[src/rtl/seq6_pkg.sv]
// Shared encodings for the six-bit sequencer core.
// Assumes instruction words are always six bits with a 3-bit class field.
package seq6_pkg;
    localparam int IW = 6;   // instruction width
    localparam int PW = 3;   // program index width (8 positions)
    localparam int MW = 5;   // module number width (1..16)

    typedef enum logic [2:0] {
        CL_LOAD  = 3'b000,
        CL_STORE = 3'b001,
        CL_ADD   = 3'b010,
        CL_CNT   = 3'b011,
        CL_CMP   = 3'b100,
        CL_JMP   = 3'b101,
        CL_MOD   = 3'b110,
        CL_SYS   = 3'b111
    } cls_e;

    typedef enum logic [2:0] {
        AF_NONE = 3'd0,
        AF_AB   = 3'd1,
        AF_PASS = 3'd2,
        AF_XOR  = 3'd3,
        AF_BC   = 3'd4
    } add_fn_e;

    typedef enum logic [1:0] {
        ST_RUN  = 2'd0,
        ST_MODW = 2'd1,
        ST_HALT = 2'd2
    } state_e;
endpackage

[src/rtl/seq6_decode.sv]
// Instruction decoder: turns one six-bit word into datapath and flow controls.
// Purely combinational; undefined argument codes decode to no action.
module seq6_decode
    import seq6_pkg::*;
(
    input  logic [IW-1:0] word,
    output logic          buf_ld,
    output logic          reg_st,
    output logic          add_en,
    output add_fn_e       add_fn,
    output logic          add_to_c,
    output logic          cnt_en,
    output logic          cnt_up,
    output logic          cmp_en,
    output logic          cmp_ab,
    output logic          jmp,
    output logic          modreq,
    output logic          halt,
    output logic          lev,
    output logic          outp,
    output logic          tape,
    output logic          tog_wp,
    output logic          tog_bank,
    output logic          tog_io
);
    logic [2:0] cls;
    logic [2:0] arg;
    logic       reg_code_ok;

    assign cls = word[5:3];
    assign arg = word[2:0];
    // register argument codes that name a storage element
    assign reg_code_ok = (arg == 3'b001) || (arg == 3'b010) || (arg == 3'b011)
                      || (arg == 3'b100) || (arg == 3'b110);

    // Decode class and argument into one-hot style controls.
    always_comb begin
        buf_ld = 1'b0; reg_st = 1'b0; add_en = 1'b0; add_fn = AF_NONE;
        add_to_c = 1'b0; cnt_en = 1'b0; cnt_up = 1'b0; cmp_en = 1'b0;
        cmp_ab = 1'b0; jmp = 1'b0; modreq = 1'b0; halt = 1'b0; lev = 1'b0;
        outp = 1'b0; tape = 1'b0; tog_wp = 1'b0; tog_bank = 1'b0; tog_io = 1'b0;
        case (cls_e'(cls))
            CL_LOAD:  buf_ld = reg_code_ok || (arg == 3'b000);
            CL_STORE: reg_st = reg_code_ok;
            CL_ADD: begin
                add_en = 1'b1;
                case (arg)
                    3'b000: add_fn = AF_AB;
                    3'b001: begin add_fn = AF_AB;   add_to_c = 1'b1; end
                    3'b100: add_fn = AF_PASS;
                    3'b110: add_fn = AF_XOR;
                    3'b010: add_fn = AF_BC;
                    3'b011: begin add_fn = AF_BC;   add_to_c = 1'b1; end
                    default: add_en = 1'b0;
                endcase
            end
            CL_CNT: begin
                cnt_en = (arg == 3'b100) || (arg == 3'b101);
                cnt_up = (arg == 3'b100);
            end
            CL_CMP: begin
                cmp_en = (arg == 3'b000) || (arg == 3'b011);
                cmp_ab = (arg == 3'b011);
            end
            CL_JMP: jmp = 1'b1;
            CL_MOD: modreq = 1'b1;
            CL_SYS: begin
                case (arg)
                    3'b000: lev      = 1'b1;
                    3'b001: outp     = 1'b1;
                    3'b010: tape     = 1'b1;
                    3'b100: tog_bank = 1'b1;
                    3'b101: tog_wp   = 1'b1;
                    3'b110: halt     = 1'b1;
                    3'b111: tog_io   = 1'b1;
                    default: ;
                endcase
            end
            default: ;
        endcase
    end
endmodule

[src/rtl/seq6_datapath.sv]
// Register file, buffer, adder and counter of the sequencer core.
// Updates only when exec is high; assumes at most one action is decoded.
module seq6_datapath
    import seq6_pkg::*;
#(
    parameter int W = 6
) (
    input  logic         clk,
    input  logic         rst_n,
    input  logic         exec,
    input  logic [2:0]   arg,
    input  logic         buf_ld,
    input  logic         st_en,
    input  logic         add_en,
    input  add_fn_e      add_fn,
    input  logic         add_to_c,
    input  logic         cnt_en,
    input  logic         cnt_up,
    input  logic         cmp_ab,
    input  logic         lev_take,
    input  logic [W-1:0] lev_data,
    input  logic         tape_take,
    input  logic [W-1:0] tape_data,
    output logic [W-1:0] buf_q,
    output logic         cnt_zero,
    output logic         cmp_true
);
    logic [W-1:0] ra, rb, rc, rd, rf;
    logic [W-1:0] sum;
    logic [W-1:0] d_next;
    logic [W-1:0] src;

    // Adder result for the selected mode, wrapping at W bits.
    always_comb begin
        case (add_fn)
            AF_AB:   sum = ra + rb;
            AF_PASS: sum = ra;
            AF_XOR:  sum = ra ^ rc;
            AF_BC:   sum = rb + rc;
            default: sum = '0;
        endcase
    end

    // Counter step and zero test used for the skip decision.
    assign d_next   = cnt_up ? rd + 1'b1 : rd - 1'b1;
    assign cnt_zero = (d_next == '0);

    // Unsigned strict compare for the selected pair.
    assign cmp_true = cmp_ab ? (ra > rb) : (rb > rc);

    // Buffer source selection by register code.
    always_comb begin
        case (arg)
            3'b001:  src = ra;
            3'b010:  src = rb;
            3'b011:  src = rc;
            3'b100:  src = rd;
            3'b110:  src = rf;
            default: src = '0;
        endcase
    end

    // Register and buffer update on an executed instruction.
    always_ff @(posedge clk) begin
        if (!rst_n) begin
            ra <= '0; rb <= '0; rc <= '0; rd <= '0; rf <= '0; buf_q <= '0;
        end else if (exec) begin
            if (buf_ld)    buf_q <= src;
            if (lev_take)  buf_q <= lev_data;
            if (tape_take) buf_q <= tape_data;
            if (st_en) begin
                case (arg)
                    3'b001:  ra <= buf_q;
                    3'b010:  rb <= buf_q;
                    3'b011:  rc <= buf_q;
                    3'b100:  rd <= buf_q;
                    3'b110:  rf <= buf_q;
                    default: ;
                endcase
            end
            if (add_en) begin
                if (add_to_c) rc <= sum;
                else          rb <= sum;
            end
            if (cnt_en) rd <= d_next;
        end
    end
endmodule

[src/rtl/seq6_flow.sv]
// Next program index: absolute jump, skip-by-two or plain advance.
// Assumes an 8-position store so that index arithmetic wraps naturally.
module seq6_flow
    import seq6_pkg::*;
(
    input  logic [PW-1:0] pc,
    input  logic [2:0]    arg,
    input  logic          jmp,
    input  logic          cnt_en,
    input  logic          cnt_zero,
    input  logic          cmp_en,
    input  logic          cmp_true,
    output logic [PW-1:0] pc_next
);
    logic skip;

    // Skip after a count that reaches zero or a compare that fails.
    assign skip = (cnt_en && cnt_zero) || (cmp_en && !cmp_true);

    // Select jump target or sequential step.
    always_comb begin
        if (jmp)       pc_next = arg;
        else if (skip) pc_next = pc + PW'(2);
        else           pc_next = pc + PW'(1);
    end
endmodule

[src/rtl/seq6_core.sv]
// Top of the six-bit sequencer: fetch state, status bits and external handshakes.
// Assumes pm_word reflects pm_addr in the same cycle and W >= 6.
module seq6_core
    import seq6_pkg::*;
#(
    parameter int W        = 6,
    parameter int BANK_OFS = 8
) (
    input  logic          clk,
    input  logic          rst_n,
    output logic [PW-1:0] pm_addr,
    input  logic [IW-1:0] pm_word,
    output logic          pm_we,
    output logic [PW-1:0] pm_waddr,
    output logic [IW-1:0] pm_wdata,
    output logic          mod_req,
    output logic [MW-1:0] mod_num,
    input  logic          mod_done,
    output logic          lev_ready,
    input  logic          lev_valid,
    input  logic [W-1:0]  lev_data,
    output logic          tape_ready,
    input  logic          tape_valid,
    input  logic [W-1:0]  tape_data,
    output logic          out_valid,
    output logic [W-1:0]  out_data,
    output logic          out_alt,
    output logic          halted
);
    state_e        state;
    logic [PW-1:0] pc;
    logic [PW-1:0] pc_next;
    logic          wp_bit, bank_bit, io_bit;
    logic          run, stall, exec;
    logic [W-1:0]  buf_q;
    logic          cnt_zero, cmp_true;
    logic [2:0]    arg;

    logic          buf_ld, reg_st, add_en, add_to_c, cnt_en, cnt_up;
    logic          cmp_en, cmp_ab, jmp, modreq, halt, lev, outp, tape;
    logic          tog_wp, tog_bank, tog_io;
    add_fn_e       add_fn;

    assign arg = pm_word[2:0];

    seq6_decode u_dec (
        .word(pm_word), .buf_ld(buf_ld), .reg_st(reg_st), .add_en(add_en),
        .add_fn(add_fn), .add_to_c(add_to_c), .cnt_en(cnt_en), .cnt_up(cnt_up),
        .cmp_en(cmp_en), .cmp_ab(cmp_ab), .jmp(jmp), .modreq(modreq),
        .halt(halt), .lev(lev), .outp(outp), .tape(tape), .tog_wp(tog_wp),
        .tog_bank(tog_bank), .tog_io(tog_io)
    );

    // Execute gating: run state and any input handshake satisfied.
    assign run   = (state == ST_RUN);
    assign stall = (lev && !lev_valid) || (tape && !tape_valid);
    assign exec  = run && !stall;

    assign lev_ready  = run && lev;
    assign tape_ready = run && tape;

    seq6_datapath #(.W(W)) u_dp (
        .clk(clk), .rst_n(rst_n), .exec(exec), .arg(arg), .buf_ld(buf_ld),
        .st_en(reg_st && !wp_bit), .add_en(add_en), .add_fn(add_fn),
        .add_to_c(add_to_c), .cnt_en(cnt_en), .cnt_up(cnt_up), .cmp_ab(cmp_ab),
        .lev_take(lev), .lev_data(lev_data), .tape_take(tape),
        .tape_data(tape_data), .buf_q(buf_q), .cnt_zero(cnt_zero),
        .cmp_true(cmp_true)
    );

    seq6_flow u_flow (
        .pc(pc), .arg(arg), .jmp(jmp), .cnt_en(cnt_en), .cnt_zero(cnt_zero),
        .cmp_en(cmp_en), .cmp_true(cmp_true), .pc_next(pc_next)
    );

    // Redirected store path into the program store.
    assign pm_we    = exec && reg_st && wp_bit;
    assign pm_waddr = arg;
    assign pm_wdata = buf_q[IW-1:0];

    // Control state and program index.
    always_ff @(posedge clk) begin
        if (!rst_n) begin
            state <= ST_RUN;
            pc    <= '0;
        end else begin
            case (state)
                ST_RUN: begin
                    if (exec) begin
                        if (halt)        state <= ST_HALT;
                        else if (modreq) state <= ST_MODW;
                        else             pc    <= pc_next;
                    end
                end
                ST_MODW: begin
                    if (mod_done) begin
                        state <= ST_RUN;
                        pc    <= '0;
                    end
                end
                default: ;
            endcase
        end
    end

    // Status bits toggled by system commands.
    always_ff @(posedge clk) begin
        if (!rst_n) begin
            wp_bit <= 1'b0; bank_bit <= 1'b0; io_bit <= 1'b0;
        end else if (exec) begin
            if (tog_wp)   wp_bit   <= !wp_bit;
            if (tog_bank) bank_bit <= !bank_bit;
            if (tog_io)   io_bit   <= !io_bit;
        end
    end

    // Module number latched when a load request executes.
    always_ff @(posedge clk) begin
        if (!rst_n) begin
            mod_num <= '0;
        end else if (exec && modreq) begin
            mod_num <= MW'(arg) + MW'(1) + (bank_bit ? MW'(BANK_OFS) : MW'(0));
        end
    end

    // Registered output strobe with buffer value and I/O bit.
    always_ff @(posedge clk) begin
        if (!rst_n) begin
            out_valid <= 1'b0; out_data <= '0; out_alt <= 1'b0;
        end else begin
            out_valid <= exec && outp;
            if (exec && outp) begin
                out_data <= buf_q;
                out_alt  <= io_bit;
            end
        end
    end

    assign pm_addr = pc;
    assign mod_req = (state == ST_MODW);
    assign halted  = (state == ST_HALT);
endmodule

[config.mk]
export PLATFORM = sky130hd
export DESIGN_NAME = seq6_core
export DESIGN_NICKNAME = d
export VERILOG_FILES = /design/src/rtl/seq6_pkg.sv /design/src/rtl/seq6_decode.sv /design/src/rtl/seq6_datapath.sv /design/src/rtl/seq6_flow.sv /design/src/rtl/seq6_core.sv
export SDC_FILE = /design/constraint.sdc
export NUM_CORES = 1
export LEC_CHECK = 0
export CORE_ASPECT_RATIO = 0.9
export CORE_MARGIN = 1
export CORE_UTILIZATION = 44
export DETAILED_ROUTE_END_ITERATION = 7
export DONT_BUFFER_PORTS = 1
export PLACE_DENSITY = 0.72
export SYNTH_ARGS = -nofsm -noshare
export SYNTH_HDL_FRONTEND = slang
export SYNTH_SLANG_ARGS = --single-unit
[constraint.sdc]
create_clock -name clk -period 3.8 [get_ports clk]
set_clock_uncertainty 0.05 [all_clocks]
set_input_delay 0.57 -clock clk [delete_from_list [all_inputs] [get_ports clk]]
set_output_delay 0.57 -clock clk [all_outputs]
set_load 0.05 [all_outputs]
Yosys cells after proc, flatten, opt, wreduce, memory -nomap -nowiden:

Index checks and enable logic that the tools add are counted.

* add/sub/neg operators: 8
* magnitude comparators: 2
* equal/unequal tests: 25
* muxes and demuxes: 59
* bitwise logic cells: 1
* reduce and logical (&&, ||, !) cells: 49

Operators by type and width (number)
* 2-to-1 mux 6 bit: 15
* one-hot mux 6 bit (5 select lines): 1
* equality test 3 bit, second input constant: 9
* 2-to-1 mux 1 bit: 27
* one-hot mux 6 bit (4 select lines): 1
* 2-to-1 mux 3 bit: 7
* equality test 3 x 2 -> 1 bit, second input constant: 6
* adder 6 bit: 2
* greater-than comparator 6 bit: 2
* logical AND 1 bit: 12
* one-hot mux 3 bit (4 select lines): 1
* equality test 3 x 1 -> 1 bit, second input constant: 3
* logical OR 1 bit: 9
* AND reduction 3 bit: 3
* 2-to-1 mux 2 bit: 4
* AND reduction 2 bit: 4
* zero test 1 bit: 7
* adder 6 x 1 -> 6 bit, second input constant: 1
* zero test 3 bit: 2
* zero test 6 bit: 1
* one-hot mux 3 bit (2 select lines): 1
* nonzero test 2 bit: 3
* OR reduction 2 bit: 3
* OR reduction 6 bit: 1
* other kinds (17): 19

* register bits after elaboration: 57

Logic depth before layout (Yosys ltp):

Gate-level depths: netlist of the first run.

* word-level depth: 12
* depth in mapped cells: 18
* mapped depth without buffers: 16

By module:

Synthesis of the first run repeated with hierarchy kept, for this count alone.

* cell total of the unflattened synthesis: 544
* area total of the unflattened synthesis: 4391.7 µm²

Modules (own cells, without submodules)
* seq6_datapath: times used 1, cells each 371, area an instance 3005.4 µm²
* seq6_core: times used 1, cells each 117, area an instance 1016.0 µm²
* seq6_decode: times used 1, cells each 40, area an instance 254.0 µm²
* seq6_flow: times used 1, cells each 16, area an instance 116.4 µm²

Worst setup path before layout of the first run:

Ideal clock, no wire load.

* kind: input to register
* start point: input pm_word[0]
* end point: register u_dp.rc[5]
* setup time: 0.078 ns
* data arrival time: 3.500 ns
* required time: 3.672 ns
* setup slack: 0.172 ns
* stages on the path: 14
* cells stage by stage: ha_1 > ha_1 > clkbuf_1 > o21bai_1 > nor4b_4 > mux2_2 > ha_1 > a211oi_1 > o21bai_1 > a21oi_1 > xnor3_1 > nor2_1 > nor4_1 > nor3_1

* cells in the longest elaborated chain, start to end: 10
* elaborated cells on any way between the ends: 40
* those cells by class: eq/ne (9); mux (16); reduce/logical (15)

RTL lines
* from (decl): RTL line seq6_core.sv:12 `input logic [IW-1:0] pm_word,`
* branches (longest 10 deep; another with one-hot mux 6 bit (4 select lines))
* to (signal assigned): RTL line seq6_datapath.sv:75 `3'b011: rc <= buf_q;`
* to (signal assigned): RTL line seq6_datapath.sv:82 `if (add_to_c) rc <= sum;`
* to (decl): RTL line seq6_datapath.sv:28 `logic [W-1:0] ra, rb, rc, rd, rf;`

Parallel ways; which one is timed is not known.
A chain may end at the register's enable or synchronous reset.

Worst setup path in the final report of the first run:

* start point: input pm_word[0]
* end point: register pc[2], in the netlist pm_addr[2]

* cells in the longest elaborated chain, start to end: 12
* elaborated cells on any way between the ends: 39
* those cells by class: eq/ne (7); mux (18); reduce/logical (14)

RTL lines
* equality test 3 bit or equality test 3 x 2 -> 1 bit (tied branches)
* 2-to-1 mux 1 bit: RTL line seq6_decode.sv:42 `case (cls_e'(cls))`
* 2-to-1 mux 6 bit or 2-to-1 mux 1 bit (tied branches): RTL line seq6_datapath.sv:45, seq6_datapath.sv:49
* zero test 6 bit or zero test 1 bit (tied branches): RTL line seq6_datapath.sv:46, seq6_flow.sv:18
* logical AND 1 bit: RTL line seq6_flow.sv:18 `assign skip = (cnt_en && cnt_zero) || (cmp_en && !cmp_true);`
* logical OR 1 bit: RTL line seq6_flow.sv:18
* 2-to-1 mux 3 bit: RTL line seq6_flow.sv:23 `else if (skip) pc_next = pc + PW'(2);`
* 2-to-1 mux 3 bit: RTL line seq6_flow.sv:22 `if (jmp) pc_next = arg;`
* 2-to-1 mux 3 bit: RTL line seq6_core.sv:91 `else if (modreq) state <= ST_MODW;`
* 2-to-1 mux 3 bit: RTL line seq6_core.sv:90 `if (halt) state <= ST_HALT;`
* 2-to-1 mux 3 bit: RTL line seq6_core.sv:89 `if (exec) begin`
* one-hot mux 3 bit (2 select lines): RTL line seq6_core.sv:87 `case (state)`
* to (signal assigned): RTL line seq6_core.sv:92 `else pc <= pc_next;`
* to (decl): RTL line seq6_core.sv:31 `logic [PW-1:0] pc;`

Parallel ways exist; a longest one is shown, timed or not. The select of a mux whose other input is x is not followed.

==> impl_metrics.yaml, run 1 <==
setup_path:
  cp_cell_sequence: "inv_1 > ha_1 > nand2_1 > nor2_1 > inv_1 > fa_1 > a21o_1 > a21oi_1 > xnor2_1 > nor3_1 > a22oi_2 > nor4bb_1 > or4b_1"
  criticalPathCategory: "in -> reg"
  cpLargestDelayFamily: "simple AND/OR/NAND/NOR gates"
  crit_buf_inv: 2
  critPathMostFrequentCell: "inv_1"
  arrival_ns: 3.56
  critPathSlowestCell: "fa_1"
  start_kind: "input pin"
  critPathMaxStageDelay_ns: 0.49
  critPathCaptureType: "flip-flop"
  cp_max_fo: 8
  crit_required_ns: 3.99
routing:
  drtAntennaViolNets: 0
  wl_um: 11740
  vias: 3795
  drc: 0
  firstDrtPassIters: 7
  post_drt_wl_per_cell_um: 19.06
  drt_iter0_markers: 345
  via_per_inst: 6.161
place:
  dp_hpwl_um: 8336
  place_congestion: 0.9780
  place_area_um2: 4262
  io_buffers: 0
floorplan:
  die_y_um: 94.08
  coreArea_um2: 9125
  initial_core_util_pct: 45.43
  rows: 33
  ios: 53
  dieArea_um2: 9813
  dieWidth_um: 104.3
pwr:
  powerDensity_nw_per_um2: 345.9
  power_switching_w: 0.0004306
  p_leak_nw: 1.708
  p_seq_share_pct: 42.4
  clockPowerShare_pct: 46.0
  power_frac_comb_pct: 11.6
  peakVddDrop_mv: 0.2113
  p_int_w: 0.001127
  switching_share_pct: 27.64
synthesis:
  synth_top_area_share_pct: 27.53
  synth.area.top_cells: "dfxtp_1, ha_1, mux2i_1"
  ys_async_sr_fraction_pct: 0
  ys_seq_area_share_pct: 27.53
  synth-seq-cells: 57
  syn_area_per_cell_um2: 8.357
  synth_top_area_cell: "dfxtp_1"
  synthFlopType: "dfxtp_1"
  synthDistinctLibCells: 66
  netlist_instances: 496
  yosysWarnings: 0
  synth-edff-count: 0
  synth_fp_nets: 550
  syn-cell-area_um2: 4145
cts:
  cts_tree: "done"
  clk_pin_slew_ns: 0.08
  hold_buffers: 0
  clockBufferDepth: 2
  clock_latency_ns: 0.35
  cts_resized: 0
  cts_setup_buffers: 0
  root_buffer: "clkbuf_8"
  cts.htree.levels: 3
  cts_buffers: 9
  clock_sinks: 57
sta:
  finalCritPeriodShare_pct: 88.59
  relSlewSlack_pct: 27.94
  slew_violations: 0
  fmax_ghz: 0.2971
  final-hold-violation-count: 0
  fin_crit_ns: 3.366
  tightest_slew_ns: 1.067
  rsz0062_at_grt: "false"
  finalSetupTns_ns: 0
  setup_viol: 0
layout:
  nets: 543
  multi_input_comb_area_um2: 2780
  area_growth_pct: 8.663
  fillers: 875
  seq_area_um2: 1141
  diodes: 0
  drive_gt1_share_pct: 9.312
  fin_area_um2: 4504
grt:
  antenna_found_initial: 0
  gr-total-overflow: 0
  grt_pass1_vias: 3676
  grt_util_all_layers_pct: 24.76
  grt_pass1_wl_um: 19000
  grt_max_degree: 60
run_status:
  status: "finished, final reports clean"
min_path:
  hold_class: "in -> reg"
flow_run:
  cap_violations: 0
area by class of cell:
class	count	share of cell area, %
multi-input cells	385	61.72
flip-flops and latches	57	25.33
well taps	122	3.389
clock buffers	9	2.750
clock inverters	7	2.639
repair buffers	14	2.333
inverters	22	1.833
worst paths after layout:
| check | start | cells past startpoint | end | slack [ns] |
|---|---|---|---|---|
| hold / removal | rst_n | 1 | state[1] | 0.28 |
| hold reg to reg | bank_bit | 2 | mod_num[4] | 0.48 |
| setup reg to reg | u_dp.rd[0] | 8 | pm_addr[2] | 1.02 |
| setup / recovery | pm_word[0] | 13 | pm_addr[2] | 0.43 |
power by group through the flow:
stage | registers, W | logic [W] | clock network, W
global route | 0.000663 | 0.000199 | 0.000755
floorplan | 0.000664 | 0.000165 | 0
finish | 0.000661 | 0.000180 | 0.000717
detailed placement | 0.000674 | 0.000177 | 0
global placement | 0.000674 | 0.000173 | 0
CTS | 0.000660 | 0.000178 | 0.000726
cell usage in the layout (no fill, tap or decap), types with 8 or more instances in the layout:
| master | count |
|---|---|
| nor3_1 | 8 |
| ha_1 | 29 |
| nand3_1 | 8 |
| a21oi_1 | 36 |
| inv_1 | 22 |
| dfxtp_1 | 57 |
| nand2_1 | 44 |
| clkbuf_8 | 9 |
| mux2i_1 | 26 |
| nor2_1 | 24 |
| nor2b_1 | 30 |
| buf_4 | 14 |
| o22ai_1 | 15 |
| o21ai_0 | 28 |
| xor2_1 | 11 |
per-layer routing:
layer	part of all wire, %	routed length, um	global-route usage (%)
met1	45	5264	32.73
met2	44	5221	38.96
met3	7.9	926	5.409
met4	2.8	329	10.12
met5	0	0	0
worst register-to-register path: cells and delay by family (launching register included):
family                   cells  cell delay [ns]
adder cells (fa/ha/maj)      1             0.46
AO/OA/AOI/OAI                3             0.62
flip-flops                   1             0.38
AND/OR/NAND/NOR              3             1.07
XOR/XNOR                     1             0.11
metrics by stage:
step | hold slack (ns) | instances | worst slack, ns | utilization, % | power (W)
after floorplan | 0.4299 | 496 | 0.1721 | - | 0.0008291
after global placement | 0.4492 | 600 | 0.2063 | 46.70 | 0.0008460
after detailed placement | 0.4637 | 600 | 0.1097 | 46.70 | 0.0008511
after CTS | 0.2728 | 616 | 0.4761 | 49.36 | 0.001564
after global routing | 0.2697 | 616 | 0.1846 | 49.36 | 0.001617
final | 0.2794 | 616 | 0.4337 | 49.36 | 0.001558
state kept, by name, indices dropped and copies added (netlist names):
name and flops:
bank_bit 1, io_bit 1, mod_num 5, out_alt 1
out_data 6, out_valid 1, pm_addr 3, state 2
u_dp.buf_q 6, u_dp.ra 6, u_dp.rb 6, u_dp.rc 6
u_dp.rd 6, u_dp.rf 6, wp_bit 1
cells in the mapped netlist (3+ instances only):
library cell	number
a211oi_1	7
o211a_1	6
o21bai_1	4
o21a_1	3
a22oi_1	4
mux2i_1	26
dfxtp_1	57
nor2b_1	30
buf_4	5
a211o_1	5
a21oi_1	36
buf_2	6
mux2_2	4
nor4_1	5
nor3_1	9
nand2_1	44
ha_1	29
a222oi_1	6
nand3_1	8
xnor2_1	7
nand2b_1	7
and3_1	6
o21ai_0	28
a22o_1	4
xor2_1	11
inv_1	22
a21o_1	3
o22ai_1	15
clkbuf_1	20
and2_1	5
nor2_1	24
a21boi_0	6
cell families after synthesis:
| logic type | synth area share, % |
|---|---|
| AOI/OAI and AO/OA | 24.24 |
| xor gates and xnor gates | 4.346 |
| adders and majority gates | 9.719 |
| buffers and inverters | 5.524 |
| DFF | 27.53 |
| muxes | 7.365 |
| and+or+nand+nor | 21.28 |
Power figures use the tool's default switching activity.
==> inputs of run 2 (changes only) <==
--- a/constraint.sdc
+++ b/constraint.sdc
@@ -3,3 +3,3 @@
 set_input_delay 0.57 -clock clk [delete_from_list [all_inputs] [get_ports clk]]
 set_output_delay 0.57 -clock clk [all_outputs]
-set_load 0.05 [all_outputs]
+set_load 0.1 [all_outputs]
==> run 2 against run 1 <==
The flow now finishes with violations (design-rule violations). Clock power decreased by 9.5%. Wire length about the same. Power decreased by 1.8%. Count of clock-buffer cells in the layout unchanged. Flip-flop and latch count unchanged. Non-clock buffer count increased by 9. Fmax increased by 0.16%. Critical path type unchanged.
==> impl_metrics.yaml, run 2 (synthesis results as in run 1) <==
run_status:
  violations: "design-rule violations"
  status: "finished with violations"
sta:
  finalCritPeriodShare_pct: 88.44
  fin_crit_ns: 3.361
  slew_violations: 0
  final-hold-violation-count: 0
  setup_viol: 0
  tightest_slew_ns: 1.222
  whs_ns: 0.3017
  finalSetupTns_ns: 0
  relSlewSlack_pct: 17.53
  fmax_ghz: 0.2975
  rsz0062_at_grt: "false"
grt:
  grt_util_all_layers_pct: 24.71
  antenna_found_initial: 0
  grt_pass1_wl_um: 19110
  grt_max_degree: 60
  gr-total-overflow: 0
  grt_pass1_vias: 3743
min_path:
  min_delay_path_depth: 1
  hold_class: "in -> reg"
routing:
  wl_um: 11750
  drtAntennaViolNets: 0
  post_drt_wl_per_cell_um: 18.80
  vias: 3883
  drt_iter0_markers: 451
  via_per_inst: 6.213
  drc: 2
  firstDrtPassIters: 8
place:
  dp_hpwl_um: 8649
  place_congestion: 0.9202
  io_buffers: 0
  dp.cells: 609
setup_path:
  start_kind: "input pin"
  rr_worst_depth: 8
  arrival_ns: 3.53
  critPathMostFrequentCell: "inv_1"
  critPathMaxStageDelay_ns: 0.48
  cp_max_fo: 8
  cp_cell_sequence: "inv_1 > ha_1 > nand2_1 > nor2_1 > inv_1 > fa_1 > a21o_1 > a21oi_1 > xnor2_1 > nor3_1 > a22oi_2 > nor4bb_1 > or4b_1"
  criticalPathCategory: "in -> reg"
  critPathSlowestCell: "or4b_1"
  crit_required_ns: 3.97
  critPathCaptureType: "flip-flop"
pwr:
  p_leak_nw: 1.749
  powerDensity_nw_per_um2: 333.3
  peakVddDrop_mv: 0.2056
  total_power_w: 0.001529
cts:
  hold_buffers: 0
  clk_pin_slew_ns: 0.08
  root_buffer: "clkbuf_8"
  clock_sinks: 57
  cts_buffers: 9
  clock_latency_ns: 0.34
  cts_setup_buffers: 0
  clockBufferDepth: 2
  cts_tree: "done"
  cts_resized: 0
  cts.htree.levels: 3
layout:
  mostFrequentLayoutCell: "dfxtp_1"
  diodes: 0
  area_growth_pct: 10.72
  layoutNonFillerInstCount: 625
  seq_area_um2: 1141
  fin_util_pct: 50.29
  multi_input_comb_area_um2: 2814
  drive_gt1_share_pct: 11.73
  nets: 552
  fillers: 846
  final_cell_mix: "dfxtp_1, nand2_1, a21oi_1"
floorplan:
  die_y_um: 94.08
  coreArea_um2: 9125
  dieWidth_um: 104.3
  rows: 33
  ios: 53
  dieArea_um2: 9813
  initial_core_util_pct: 45.43
flow_run:
  cap_violations: 0
==> run 2: cell types whose count changed in the layout (fill, tap and decap cells not counted) <==
cell,change
nor3_2,-1
nor2b_2,+2
nor3_1,-2
inv_6,+1
nor2b_1,-2
clkinv_2,-1
buf_4,+9
nor3_4,+3
clkinvlp_4,-1
bufinv_16,-1
clkinv_4,+2
==> run 2: final cells by class <==
type | count | share of cell area, %
Sequential cell | 57 | 24.86
Inverter | 22 | 1.799
Multi-Input combinational cell | 385 | 61.31
Clock inverter | 7 | 2.236
Tap cell | 122 | 3.326
Clock buffer | 9 | 2.699
Timing Repair Buffer | 23 | 3.762
==> run 2: routing by layer <==
| layer | GRT usage (%) | up-vias | share of wire [%] | wire, um |
|---|---|---|---|---|
| met5 | 0 | - | 0 | 0 |
| met4 | 10.00 | 0 | 3.7 | 435 |
| met3 | 6.657 | 43 | 8.9 | 1044 |
| met2 | 40.18 | 211 | 44 | 5214 |
| met1 | 30.97 | 1826 | 43 | 5053 |
| li1 | - | 1803 | - | - |
==> run 2: where the power goes <==
part	switching, W	internal [W]	leakage [nW]
combinational	0.000121	0.0000841	1.18
sequential	0.0000637	0.000612	0.461
clock	0.000274	0.000374	0.110
total	0.000459	0.00107	1.75
==> run 2: path summary, 6_finish.rpt <==
check        startpoint         end  slack [ns]
max          pm_word[1]  pm_addr[2]        0.44
min               rst_n    state[1]        0.30
max reg2reg  u_dp.rd[0]  pm_addr[2]        1.00
min reg2reg  u_dp.rf[3]  u_dp.rf[3]        0.48
==> run 2: worst max-delay path, delay by kind of cell <==
family / cells / cell delay, ns
and+or+nand+nor: 5 / 1.34
buffers and inverters: 2 / 0.22
adders and majority gates: 2 / 0.68
AOI/OAI and AO/OA: 3 / 0.61
xor gates and xnor gates: 1 / 0.10
==> run 2: per-stage QoR <==
step	instance area (um^2)	setup WS, ns
finish	4589	0.4392
global route	4589	0.3036
CTS	4589	0.5278
detailed placement	4363	0.1708
global placement	4363	0.2537
floorplan	4160	0.1709
==> inputs of run 3 (changes only) <==
CORE_UTILIZATION = 25   (was 44)
PLACE_DENSITY = 0.49   (was 0.72)
clock period = 4 ns   (was 3.8 ns; I/O delays follow)
==> run 3 against run 2 <==
Wire length up 10%. Register-to-register slack better by 0.10 ns. The run now ends clean. Clock power up 26%. Non-clock buffer count up 1. Setup slack better by 0.048 ns.
==> impl_metrics.yaml, run 3 (synthesis results as in run 1) <==
pwr:
  peakVddDrop_mv: 0.2767
  total_power_w: 0.001660
  powerDensity_nw_per_um2: 346.4
  p_leak_nw: 1.796
layout:
  area_growth_pct: 15.57
  mostFrequentLayoutCell: "dfxtp_1"
  diodes: 0
  nets: 553
  fillers: 1744
  drive_gt1_share_pct: 11.90
  final_cell_mix: "dfxtp_1, nand2_1, a21oi_1"
setup_path:
  reg2reg_slack_ns: 1.10
  arrival_ns: 3.67
  rr_startpoint: "u_dp.rd[0]"
  crit_end: "pm_addr[2]"
  critPathLaunch: "pm_word[1]"
  cp_max_fo: 8
  start_kind: "input pin"
  critPathCaptureType: "flip-flop"
  reg2reg_to: "pm_addr[2]"
  rr_worst_depth: 8
  crit_required_ns: 4.16
  criticalPathCategory: "in -> reg"
cts:
  cts_setup_buffers: 0
  cts_tree: "done"
  clk_pin_slew_ns: 0.05
  clock_latency_ns: 0.34
  root_buffer: "clkbuf_16"
  cts_resized: 0
  clockBufferDepth: 2
  hold_buffers: 0
  cts.htree.levels: 3
  clock_sinks: 57
  cts_buffers: 9
grt:
  grt_pass1_vias: 3684
  gr-total-overflow: 0
  grt_util_all_layers_pct: 16.04
  antenna_found_initial: 0
  grt_pass1_wl_um: 20580
  grt_max_degree: 60
flow_run:
  cap_violations: 0
floorplan:
  dieArea_um2: 17100
  rows: 44
  coreArea_um2: 16190
  die_y_um: 124.2
  initial_core_util_pct: 25.61
  dieWidth_um: 137.7
  ios: 53
routing:
  wl_um: 12970
  post_drt_wl_per_cell_um: 18.24
  firstDrtPassIters: 5
  drc: 0
  via_per_inst: 5.232
  drt_iter0_markers: 286
  drtAntennaViolNets: 0
  vias: 3720
place:
  dp_hpwl_um: 9647
  io_buffers: 0
  place_congestion: 0.8663
sta:
  tightest_slew_ns: 1.201
  setup_viol: 0
  rsz0062_at_grt: "false"
  fmax_ghz: 0.2847
  finalCritPeriodShare_pct: 87.81
  slew_violations: 0
  final-hold-violation-count: 0
  finalSetupTns_ns: 0
  fin_crit_ns: 3.512
  relSlewSlack_pct: 18.92
min_path:
  hp-start: "rst_n"
  hold_class: "in -> reg"
run_status:
  status: "finished, final reports clean"
## run 3: cell types whose count changed in the layout (fill, tap and decap cells not counted), sizes merged
cell    change
bufinv      -1
buf         +1
clkinv      -1
clkbuf      +1
inv         +1
## run 3: how the worst min path moves through the flow
| stage | cells after the start | to |
|---|---|---|
| finish | 1 | state[1] |
| global route | 1 | state[1] |
| CTS | 1 | state[1] |
| detailed placement | 2 | u_dp.rf[0] |
| global placement | 2 | u_dp.rf[0] |
| floorplan | 2 | u_dp.rd[5] |
## run 3: critical path: stages
cell and delay, ns:
inv_1 0.07, ha_1 0.20, nand2_1 0.08, nor2_1 0.20, inv_1 0.16, fa_1 0.47, a21o_1 0.19, a21oi_1 0.18
xnor2_1 0.11, nor3_1 0.48, a22oi_2 0.24, nor4bb_1 0.19, or4b_1 0.49
## run 3: final cells by class
type / count / area (um^2) / share of cell area (%)
multi-input combinational: 385 / 2814 / 58.74
sequential: 57 / 1141 / 23.82
tap: 207 / 259.0 / 5.406
clock buffer: 10 / 239.0 / 4.988
timing repair buffer: 24 / 180.2 / 3.761
inverter: 22 / 82.58 / 1.724
clock inverter: 6 / 75.07 / 1.567
## run 3: layer usage
layer | vias up | global-route usage (%) | part of all wire (%)
met1 | 1759 | 22.15 | 46
met5 | - | 0 | 0
li1 | 1812 | - | -
met4 | 0 | 5.571 | 2.3
met3 | 18 | 4.314 | 8.2
met2 | 131 | 23.84 | 43
## run 3: power by group
group | internal [W] | total [W] | switching, W | leakage (nW)
registers | 0.000582 | 0.000642 | 0.0000599 | 0.461
clock network | 0.000508 | 0.000820 | 0.000313 | 0.151
logic | 0.0000801 | 0.000198 | 0.000118 | 1.18
## run 3: per-stage QoR
stage | hold WS (ns) | util (%) | setup slack, ns | cells | cell area, um^2
3_3_place_gp | 0.4487 | 27.66 | 0.2039 | 695 | 4477
4_1_cts | 0.3248 | 29.60 | 0.5226 | 711 | 4791
3_5_place_dp | 0.4617 | 27.66 | 0.1890 | 695 | 4477
6_report | 0.3355 | 29.60 | 0.4876 | 711 | 4791
2_1_floorplan | 0.4299 | - | 0.3409 | 496 | 4160
5_1_grt | 0.3260 | 29.60 | 0.3079 | 711 | 4791
